## config.mk

```make
export PLATFORM = sky130hd
export DESIGN_NAME = audio_io_decoder
export DESIGN_NICKNAME = d
export VERILOG_FILES = /design/src/rtl/aio_pkg.sv /design/src/rtl/aio_decode.sv /design/src/rtl/aio_ports.sv /design/src/rtl/aio_ctrl.sv /design/src/rtl/audio_io_decoder.sv
export SDC_FILE = /design/constraint.sdc
export NUM_CORES = 1
export LEC_CHECK = 0
export BUFFER_PORTS_ARGS = -buffer_cell sky130_fd_sc_hd__buf_2
export CAP_MARGIN = 20
export CELL_PAD_IN_SITES_DETAIL_PLACEMENT = 0
export CELL_PAD_IN_SITES_GLOBAL_PLACEMENT = 1
export CORE_ASPECT_RATIO = 2
export CORE_UTILIZATION = 39
export DETAILED_ROUTE_END_ITERATION = 6
export PLACE_DENSITY = 0.85
export SLEW_MARGIN = 0
export SYNTH_ARGS = -nofsm -noshare
export SYNTH_HDL_FRONTEND = slang
export SYNTH_HIERARCHICAL = 1
export SYNTH_SLANG_ARGS = --single-unit
```

## constraint.sdc

```tcl
create_clock -name clk -period 3.7 [get_ports clk]
set_input_delay 0.555 -clock clk [delete_from_list [all_inputs] [get_ports clk]]
set_output_delay 0.555 -clock clk [all_outputs]
set_load 0.005 [all_outputs]
```

## src/rtl/aio_pkg.sv

```systemverilog
package aio_pkg;
  localparam logic [15:0] A_CTRL  = 16'h00F1;
  localparam logic [15:0] A_DSPA  = 16'h00F2;
  localparam logic [15:0] A_DSPD  = 16'h00F3;
  localparam logic [15:0] A_PORT0 = 16'h00F4;
  localparam logic [15:0] A_TGT0  = 16'h00FA;

  // Boot ROM content, computed rather than tabulated.
  function automatic logic [7:0] boot_byte(input logic [7:0] k);
    logic [7:0] p;
    p = k * 8'd29;
    return p + 8'h5C;
  endfunction
endpackage

```

## src/rtl/aio_decode.sv

```systemverilog
module aio_decode
  import aio_pkg::*;
#(
  parameter int N_PORT    = 6,
  parameter int N_TMR     = 3,
  parameter int ROM_BYTES = 64,
  localparam int PIW      = $clog2(N_PORT),
  localparam int TIW      = (N_TMR > 1) ? $clog2(N_TMR) : 1
) (
  input  logic [15:0]    addr,
  output logic           hit_ctrl,
  output logic           hit_dspa,
  output logic           hit_dspd,
  output logic           hit_port,
  output logic [PIW-1:0] port_idx,
  output logic           hit_tgt,
  output logic [TIW-1:0] tgt_idx,
  output logic           in_rom_window
);
  localparam logic [15:0] ROM_BASE = 16'(65536 - ROM_BYTES);

  logic [15:0] poff, toff;

  always_comb begin
    poff          = addr - A_PORT0;
    toff          = addr - A_TGT0;
    hit_ctrl      = (addr == A_CTRL);
    hit_dspa      = (addr == A_DSPA);
    hit_dspd      = (addr == A_DSPD);
    hit_port      = (addr >= A_PORT0) && (poff < 16'(N_PORT));
    port_idx      = poff[PIW-1:0];
    hit_tgt       = (addr >= A_TGT0) && (toff < 16'(N_TMR));
    tgt_idx       = toff[TIW-1:0];
    in_rom_window = (addr >= ROM_BASE);
  end
endmodule

```

## src/rtl/aio_ports.sv

```systemverilog
module aio_ports #(
  parameter int N_MBOX    = 4,
  parameter int N_SCRATCH = 2,
  localparam int N_PORT   = N_MBOX + N_SCRATCH,
  localparam int PIW      = $clog2(N_PORT),
  localparam int HSW      = $clog2(N_MBOX)
) (
  input  logic                clk,
  input  logic                rst_n,
  input  logic                wr_port,
  input  logic [PIW-1:0]      port_idx,
  input  logic [7:0]          wdata,
  input  logic                clr_lo,
  input  logic                clr_hi,
  input  logic                host_we,
  input  logic [HSW-1:0]      host_sel,
  input  logic [7:0]          host_wdata,
  output logic [8*N_PORT-1:0] in_flat,
  output logic [8*N_MBOX-1:0] out_flat
);
  localparam int HALF = N_MBOX / 2;

  for (genvar g = 0; g < N_PORT; g++) begin : g_in
    if (g < N_MBOX) begin : g_mbox
      logic clr;
      if (g < HALF) begin : g_lo
        assign clr = clr_lo;
      end else begin : g_hi
        assign clr = clr_hi;
      end
      always_ff @(posedge clk or negedge rst_n) begin
        if (!rst_n)                                  in_flat[8*g +: 8] <= '0;
        else if (clr)                                in_flat[8*g +: 8] <= '0;
        else if (host_we && host_sel == HSW'(g))     in_flat[8*g +: 8] <= host_wdata;
      end
    end else begin : g_scr
      always_ff @(posedge clk or negedge rst_n) begin
        if (!rst_n)                                  in_flat[8*g +: 8] <= '0;
        else if (wr_port && port_idx == PIW'(g))     in_flat[8*g +: 8] <= wdata;
      end
    end
  end

  for (genvar g = 0; g < N_MBOX; g++) begin : g_out
    always_ff @(posedge clk or negedge rst_n) begin
      if (!rst_n)                                    out_flat[8*g +: 8] <= '0;
      else if (wr_port && port_idx == PIW'(g))       out_flat[8*g +: 8] <= wdata;
    end
  end
endmodule

```

## src/rtl/aio_ctrl.sv

```systemverilog
module aio_ctrl #(
  parameter int N_TMR = 3,
  localparam int TIW  = (N_TMR > 1) ? $clog2(N_TMR) : 1
) (
  input  logic               clk,
  input  logic               rst_n,
  input  logic               wr_ctrl,
  input  logic               wr_dspa,
  input  logic               wr_tgt,
  input  logic [TIW-1:0]     tgt_idx,
  input  logic [7:0]         wdata,
  output logic [7:0]         dsp_latch,
  output logic               rom_en,
  output logic [N_TMR-1:0]   tmr_en,
  output logic [N_TMR-1:0]   tmr_rearm,
  output logic [8*N_TMR-1:0] tgt_flat
);
  always_ff @(posedge clk or negedge rst_n) begin
    if (!rst_n) begin
      dsp_latch <= '0;
      rom_en    <= 1'b1;
      tmr_en    <= '0;
      tmr_rearm <= '0;
    end else begin
      if (wr_dspa) dsp_latch <= wdata;
      if (wr_ctrl) begin
        rom_en <= wdata[7];
        tmr_en <= wdata[N_TMR-1:0];
      end
      tmr_rearm <= wr_ctrl ? (wdata[N_TMR-1:0] & ~tmr_en) : '0;
    end
  end

  for (genvar t = 0; t < N_TMR; t++) begin : g_tgt
    always_ff @(posedge clk or negedge rst_n) begin
      if (!rst_n)                             tgt_flat[8*t +: 8] <= '0;
      else if (wr_tgt && tgt_idx == TIW'(t))  tgt_flat[8*t +: 8] <= wdata;
    end
  end
endmodule

```

## src/rtl/audio_io_decoder.sv

```systemverilog
module audio_io_decoder
  import aio_pkg::*;
#(
  parameter int N_MBOX    = 4,
  parameter int N_SCRATCH = 2,
  parameter int N_TMR     = 3,
  parameter int ROM_BYTES = 64,
  localparam int HSW      = $clog2(N_MBOX)
) (
  input  logic                clk,
  input  logic                rst_n,
  input  logic [15:0]         cpu_addr,
  input  logic                cpu_wr,
  input  logic [7:0]          cpu_wdata,
  output logic [7:0]          cpu_rdata,
  output logic                ram_we,
  output logic [15:0]         ram_addr,
  output logic [7:0]          ram_wdata,
  input  logic [7:0]          ram_rdata,
  output logic [6:0]          dsp_idx,
  output logic                dsp_we,
  output logic [7:0]          dsp_wdata,
  input  logic [7:0]          dsp_rdata,
  input  logic                host_we,
  input  logic [HSW-1:0]      host_sel,
  input  logic [7:0]          host_wdata,
  output logic [8*N_MBOX-1:0] mbox_to_host,
  output logic [N_TMR-1:0]    tmr_en,
  output logic [N_TMR-1:0]    tmr_rearm,
  output logic [8*N_TMR-1:0]  tmr_target
);
  localparam int N_PORT = N_MBOX + N_SCRATCH;
  localparam int PIW    = $clog2(N_PORT);
  localparam int TIW    = (N_TMR > 1) ? $clog2(N_TMR) : 1;
  localparam int ROM_AW = $clog2(ROM_BYTES);

  logic           hit_ctrl, hit_dspa, hit_dspd, hit_port, hit_tgt, in_rom_window;
  logic [PIW-1:0] port_idx;
  logic [TIW-1:0] tgt_idx;

  // Named events shared by the datapath and the checker.
  logic wr_ctrl, wr_dspa, wr_dspd, wr_port, wr_tgt, rom_hit, clr_lo, clr_hi;
  logic rom_en;
  logic [7:0] dsp_latch;
  logic [8*N_PORT-1:0] in_flat;

  aio_decode #(.N_PORT(N_PORT), .N_TMR(N_TMR), .ROM_BYTES(ROM_BYTES)) u_dec (
    .addr(cpu_addr), .hit_ctrl(hit_ctrl), .hit_dspa(hit_dspa), .hit_dspd(hit_dspd),
    .hit_port(hit_port), .port_idx(port_idx), .hit_tgt(hit_tgt), .tgt_idx(tgt_idx),
    .in_rom_window(in_rom_window)
  );

  assign wr_ctrl = cpu_wr & hit_ctrl;
  assign wr_dspa = cpu_wr & hit_dspa;
  assign wr_dspd = cpu_wr & hit_dspd;
  assign wr_port = cpu_wr & hit_port;
  assign wr_tgt  = cpu_wr & hit_tgt;
  assign clr_lo  = wr_ctrl & cpu_wdata[4];
  assign clr_hi  = wr_ctrl & cpu_wdata[5];
  assign rom_hit = rom_en & in_rom_window;

  aio_ports #(.N_MBOX(N_MBOX), .N_SCRATCH(N_SCRATCH)) u_ports (
    .clk(clk), .rst_n(rst_n), .wr_port(wr_port), .port_idx(port_idx), .wdata(cpu_wdata),
    .clr_lo(clr_lo), .clr_hi(clr_hi), .host_we(host_we), .host_sel(host_sel),
    .host_wdata(host_wdata), .in_flat(in_flat), .out_flat(mbox_to_host)
  );

  aio_ctrl #(.N_TMR(N_TMR)) u_ctrl (
    .clk(clk), .rst_n(rst_n), .wr_ctrl(wr_ctrl), .wr_dspa(wr_dspa), .wr_tgt(wr_tgt),
    .tgt_idx(tgt_idx), .wdata(cpu_wdata), .dsp_latch(dsp_latch), .rom_en(rom_en),
    .tmr_en(tmr_en), .tmr_rearm(tmr_rearm), .tgt_flat(tmr_target)
  );

  assign ram_we    = cpu_wr;
  assign ram_addr  = cpu_addr;
  assign ram_wdata = cpu_wdata;
  assign dsp_idx   = dsp_latch[6:0];
  assign dsp_we    = wr_dspd & ~dsp_latch[7];
  assign dsp_wdata = cpu_wdata;

  always_comb begin
    cpu_rdata = ram_rdata;
    if (hit_ctrl)      cpu_rdata = '0;
    else if (hit_dspa) cpu_rdata = dsp_latch;
    else if (hit_dspd) cpu_rdata = dsp_rdata;
    else if (hit_port) cpu_rdata = in_flat[{port_idx, 3'b000} +: 8];
    else if (rom_hit)  cpu_rdata = boot_byte(8'(cpu_addr[ROM_AW-1:0]));
  end
endmodule

```

Word-level counts from Yosys, hierarchy flattened
Cells that the tools add are included.
Storage, ports and cells
  register bits after elaboration: 119
  input bits: 54
  output and inout bits: 111
  logic and storage cells: 88
Cells by class
  add/subtract/negate cells: 3
  multiply operators: 1
  order comparisons: 5
  eq/ne operators: 13
  shift-type cells: 1
  mux-type cells: 14
  bitwise operators: 12
  reductions and logical operators: 22
Operator list (count)
  2-to-1 mux 8 bit: 13
  == test 16 x 8 -> 1 bit (second input constant): 3
  indexed part select 48 x 7 -> 8 bit: 1
  greater-or-equal comparator 16 x 8 -> 1 bit (second input constant): 2
  subtractor 16 x 8 -> 16 bit (second input constant): 2
  greater-or-equal comparator 16 bit (second input constant): 1
  less-than comparator 16 x 2 -> 1 bit (second input constant): 1
  less-than comparator 16 x 3 -> 1 bit (second input constant): 1
  logical AND 1 bit: 15
  bitwise AND 1 bit: 9
  adder 8 x 7 -> 8 bit (second input constant): 1
  multiplier 6 x 5 -> 8 bit (second input constant): 1
  nonzero test 2 bit: 4
  == test 2 bit (second input constant): 3
  == test 3 x 2 -> 1 bit (second input constant): 2
  == test 3 bit (second input constant): 2
  == test 2 x 1 -> 1 bit (second input constant): 2
  zero test 2 bit: 2
  bitwise AND 3 bit: 1
  == test 3 x 1 -> 1 bit (second input constant): 1
  zero test 3 bit: 1
  2-to-1 mux 3 bit: 1
  NOT 3 bit: 1
  NOT 1 bit: 1

Longest topological paths before layout
  depth after elaboration: 7
  mapped depth: 13
  gate-level depth less buffers: 13

By module
The synthesis kept the hierarchy.
By module, submodules not included
  aio_ports: instances 1, cells an instance 231, area each 3357.0 µm², sequential area each 2001.9 µm²
  audio_io_decoder: instances 1, cells an instance 174, area each 1477.7 µm², sequential area each 0.0 µm²
  aio_ctrl: instances 1, cells an instance 86, area each 1446.4 µm², sequential area each 977.2 µm²
  aio_decode: instances 1, cells an instance 80, area each 568.0 µm², sequential area each 0.0 µm²

Worst setup path after synthesis
Ideal clock, no wire load.
  kind: input to output
  from: input port cpu_addr[1]
  to: output port cpu_rdata[5]
  data arrival time: 3.473 ns
  required time: 3.145 ns
  slack: -0.328 ns
  stages on the path: 11
  buffers on the path: 0
  cells stage by stage: inv_1 > fa_1 > inv_1 > fa_1 > inv_1 > fa_1 > inv_1 > fa_1 > nand3_1 > a311o_1 > a221oi_1
On the way
  cells in the longest elaborated chain, start to end: 7
Ends and longest elaborated chain
  start: declaration: line audio_io_decoder.sv:12  | input logic [15:0] cpu_addr,
  multiplier 6 x 5 -> 8 bit (tied with other cells): line aio_pkg.sv:11  | p = k * 8'd29;
  adder 8 x 7 -> 8 bit (tied with other cells): line aio_pkg.sv:12  | return p + 8'h5C;
  2-to-1 mux 8 bit / logical AND 1 bit (equally long branches): line audio_io_decoder.sv:87, aio_decode.sv:30
  2-to-1 mux 8 bit: line audio_io_decoder.sv:86  | else if (hit_port) cpu_rdata = in_flat[{port_idx, 3'b000} +: 8];
  2-to-1 mux 8 bit: line audio_io_decoder.sv:85  | else if (hit_dspd) cpu_rdata = dsp_rdata;
  2-to-1 mux 8 bit: line audio_io_decoder.sv:84  | else if (hit_dspa) cpu_rdata = dsp_latch;
  2-to-1 mux 8 bit *: line audio_io_decoder.sv:83  | if (hit_ctrl) cpu_rdata = '0;
  end: declaration: line audio_io_decoder.sv:15  | output logic [7:0] cpu_rdata,
Every way passes the cells marked *; elsewhere a longest branch is shown, timed or not.

Worst setup path in the final report
  from: input port cpu_addr[3]
  to: output port cpu_rdata[5]
Same word-level chain as after synthesis.

==> impl_metrics.tcl <==
set metrics [dict create \
    outcome "finished, violations left" \
    violations "setup timing" \
    htreeDepth 4 \
    synth.avg_cell_area_um2 12.0 \
    finalHoldViolCount 0 \
    required_ns 3.14 \
    clk-insertion-delay-late_ns 0.41 \
    ys_warn_count 6 \
    syn-num-nets 647 \
    vias 5146 \
    crit_end "cpu_rdata[5]" \
    drt_wl_total_um 18800 \
    start_util_pct 39.9 \
    netlist_top_cells_area "dfrtp_1, mux2_2, mux2i_1, nand2b_1, buf_4" \
    max_slew_margin_pct 56.1 \
    cts.sinks 119 \
    multi_input_area_um2 3390 \
    synth.cell_area_um2 6850 \
    synth_seq_cells 119 \
    antenna_found_initial 0 \
    grt_pass1_vias 5316 \
    maxCapViolations 0 \
    stdcell_count 966 \
    end_kind "primary output" \
    crit_fanout 2 \
    die_y_um 189 \
    clkTransAtPathRegs_ns 0.06 \
    gp_congestion 0.906 \
    grt_first_pass_wirelength_um 28500 \
    finalSetupViolCount 8 \
    grt_max_degree 120 \
    cts_tree "done" \
    r2r-end "u_ctrl/dsp_latch[2]" \
    overflow 0 \
    async_flop_share_pct 100 \
    rsz0062_at_grt "yes" \
    grt.total_usage_pct 21.6 \
    cp-startpoint "cpu_addr[3]" \
    yosysSeqAreaShare_pct 43.5 \
    dp_cells 933 \
    yosys.area.top_type "dfrtp_1" \
    num_rows 68 \
    synth_top_area_share_pct 43.1 \
    rr_worst_depth 1 \
    rrSetupSlack_ns 2.90 \
    clockBufferDepth 2 \
    core_area_um2 17200 \
    p_leak_nw 4.53 \
    ys.flop_type "dfrtp_1" \
    ys_types 67 \
    ctsHoldBuffers 0 \
    max_freq_mhz 233 \
    antenna_cells 0 \
    pre_cts_ws_ns -0.790 \
    syn2layout_area_growth_pct 25.3 \
    start_kind "input pin" \
    regArea_um2 2980 \
    synth_edf_count 0 \
    r2r-start "u_ctrl/dsp_latch[2]" \
    ioPinCount 165 \
    post-route-drc-count 0 \
    drv_slew 0 \
    final.fill_count 1567 \
    path_class "in -> out" \
    setup_ws_ns -0.586 \
    io_buffers 164 \
    die_w_um 95.7 \
    hpwl_um 13900 \
    power.density_nw_per_um2 403 \
    antenna_left 0 \
    nNetsFinal 819 \
    drtPass1Iterations 5 \
    clock_skew_ns 0.000393 \
    fin_crit_ns 4.29 \
    die_area_um2 18100 \
    via_per_inst 5.33 \
    peakVddDrop_uv 296 \
    drt_iter0_drc 255 \
    worst_pin_slew_ns 0.657 \
    root_buffer "clkbuf_16" \
    min_path_type "in -> async" \
    worst_ep_arrival_time_ns 3.73 \
    final_layout_size_suffix_gt1_share_pct 48.9 \
    routedWlPerCell_um 19.5 \
    cts-buffers-inserted 17 \
    syn_inst 571 \
    min_period_over_period_pct 116 \
]
==> power breakdown <==
part / total (mW) / leakage (nW) / switching (mW) / internal [mW]
Combinational: 0.517 / 2.68 / 0.270 / 0.247
Clock: 1.53 / 0.267 / 0.610 / 0.925
Sequential: 1.40 / 1.58 / 0.0345 / 1.37
Total: 3.46 / 4.53 / 0.914 / 2.54
==> state kept, by name, summed over array words and instances, names as in the netlist <==
signal	cells
u_ctrl/tmr_rearm	3
u_ctrl/tgt_flat	24
u_ports/in_flat	48
u_ctrl/tmr_en	3
u_ctrl/rom_en	1
u_ctrl/dsp_latch	8
u_ports/out_flat	32
==> routing by layer <==
layer	up-vias	global-route usage [%]	share of wire (%)
met5	-	0	0
met4	0	12.7	4.7
met3	49	4.38	4.0
met2	167	39.6	57
met1	2573	21.7	35
li1	2357	-	-
==> cells in the final DEF (no fill, tap or decap), types with 6 or more instances in the layout <==
cell	count
fa_1	7
dfrtp_1	118
inv_1	23
buf_4	47
nor2_1	16
nand2b_1	50
ha_1	13
a21oi_1	14
a221oi_1	10
clkbuf_16	17
mux4_1	6
mux2i_1	35
buf_2	161
mux2_2	91
nand2_1	12
==> worst min path at each step <==
stage	cells past startpoint	to	startpoint	slack [ns]
global route	2	u_ports/out_flat[21]	rst_n	0.24
finish	2	u_ports/out_flat[19]	rst_n	0.21
CTS	2	u_ports/out_flat[19]	rst_n	0.25
detailed placement	1	u_ctrl/tmr_rearm[0]	u_ctrl/tmr_en[0]	0.44
floorplan	0	u_ctrl/dsp_latch[0]	rst_n	0.26
global placement	1	u_ctrl/tmr_rearm[1]	u_ctrl/tmr_en[1]	0.43
==> cell usage after synthesis (2+ instances only) <==
| cell type | number |
|---|---|
| nor4b_1 | 2 |
| nor2_1 | 16 |
| mux4_2 | 2 |
| mux2i_1 | 35 |
| dfrtp_1 | 118 |
| clkbuf_1 | 12 |
| mux2_2 | 91 |
| o31a_1 | 3 |
| nand3_1 | 5 |
| o31ai_1 | 2 |
| nand4_1 | 5 |
| mux4_1 | 6 |
| inv_1 | 29 |
| nor3_1 | 7 |
| nand3b_2 | 2 |
| buf_2 | 6 |
| a211oi_1 | 5 |
| a311o_1 | 2 |
| nand2b_1 | 50 |
| nor4_1 | 3 |
| ha_1 | 15 |
| xnor2_1 | 5 |
| and3b_1 | 2 |
| and2_1 | 5 |
| buf_4 | 36 |
| clkbuf_2 | 2 |
| o2111ai_1 | 2 |
| nand4b_2 | 2 |
| a221oi_1 | 12 |
| buf_6 | 4 |
| xor2_1 | 3 |
| and4bb_2 | 3 |
| nor2b_1 | 5 |
| o21ai_0 | 4 |
| and3_1 | 5 |
| nand3b_1 | 3 |
| a21oi_1 | 15 |
| fa_1 | 7 |
| nand2_1 | 12 |
==> through the flow <==
| stage | area (um2) | power (mW) | hold WS, ns | setup TNS (ns) | util (%) |
|---|---|---|---|---|---|
| global placement | 7960 | 1.92 | 0.435 | -7.38 | 46.3 |
| detailed placement | 7960 | 1.94 | 0.445 | -7.72 | 46.3 |
| global route | 8580 | 3.61 | 0.236 | -3.14 | 49.9 |
| CTS | 8570 | 3.49 | 0.251 | -1.89 | 49.9 |
| floorplan | 6880 | 1.73 | 0.259 | -0.287 | - |
| finish | 8580 | 3.46 | 0.210 | -2.09 | 49.9 |
==> logic make-up after synthesis <==
group / after synthesis / share of synthesized area, %
adders and majority gates: 22 / 4.79
and+or+nand+nor: 139 / 13.4
DFF: 119 / 43.5
AOI/OAI and AO/OA: 57 / 6.18
xor gates and xnor gates: 9 / 1.35
muxes: 134 / 23.0
buffers and inverters: 91 / 7.78
==> area by class of cell <==
cell class              instances  area share (%)
clock inverters                14            1.46
repair buffers                214            14.8
inverters                      30            1.46
multi-input cells             361            39.5
well taps                     210            3.06
clock buffers                  18            5.00
flip-flops and latches        119            34.7
==> repair_timing <==
action / 4_1_cts / 5_1_grt
endpoints found under the hold margin: 0 / 0
setup buffers: 1 / 0
pin swaps: 10 / 6
resized for setup: 11 / 2
setup endpoints to repair: 8 / 8
==> worst max-delay path, stage by stage <==
cell	delay, ns
buf_12	0.09
inv_12	0.03
fa_1	0.53
inv_1	0.05
fa_1	0.49
inv_2	0.05
fa_1	0.54
inv_2	0.05
fa_1	0.48
nand3_1	0.07
a311o_1	0.30
a221oi_2	0.33
buf_2	0.18
No activity file was read; power rests on OpenSTA's default activity.
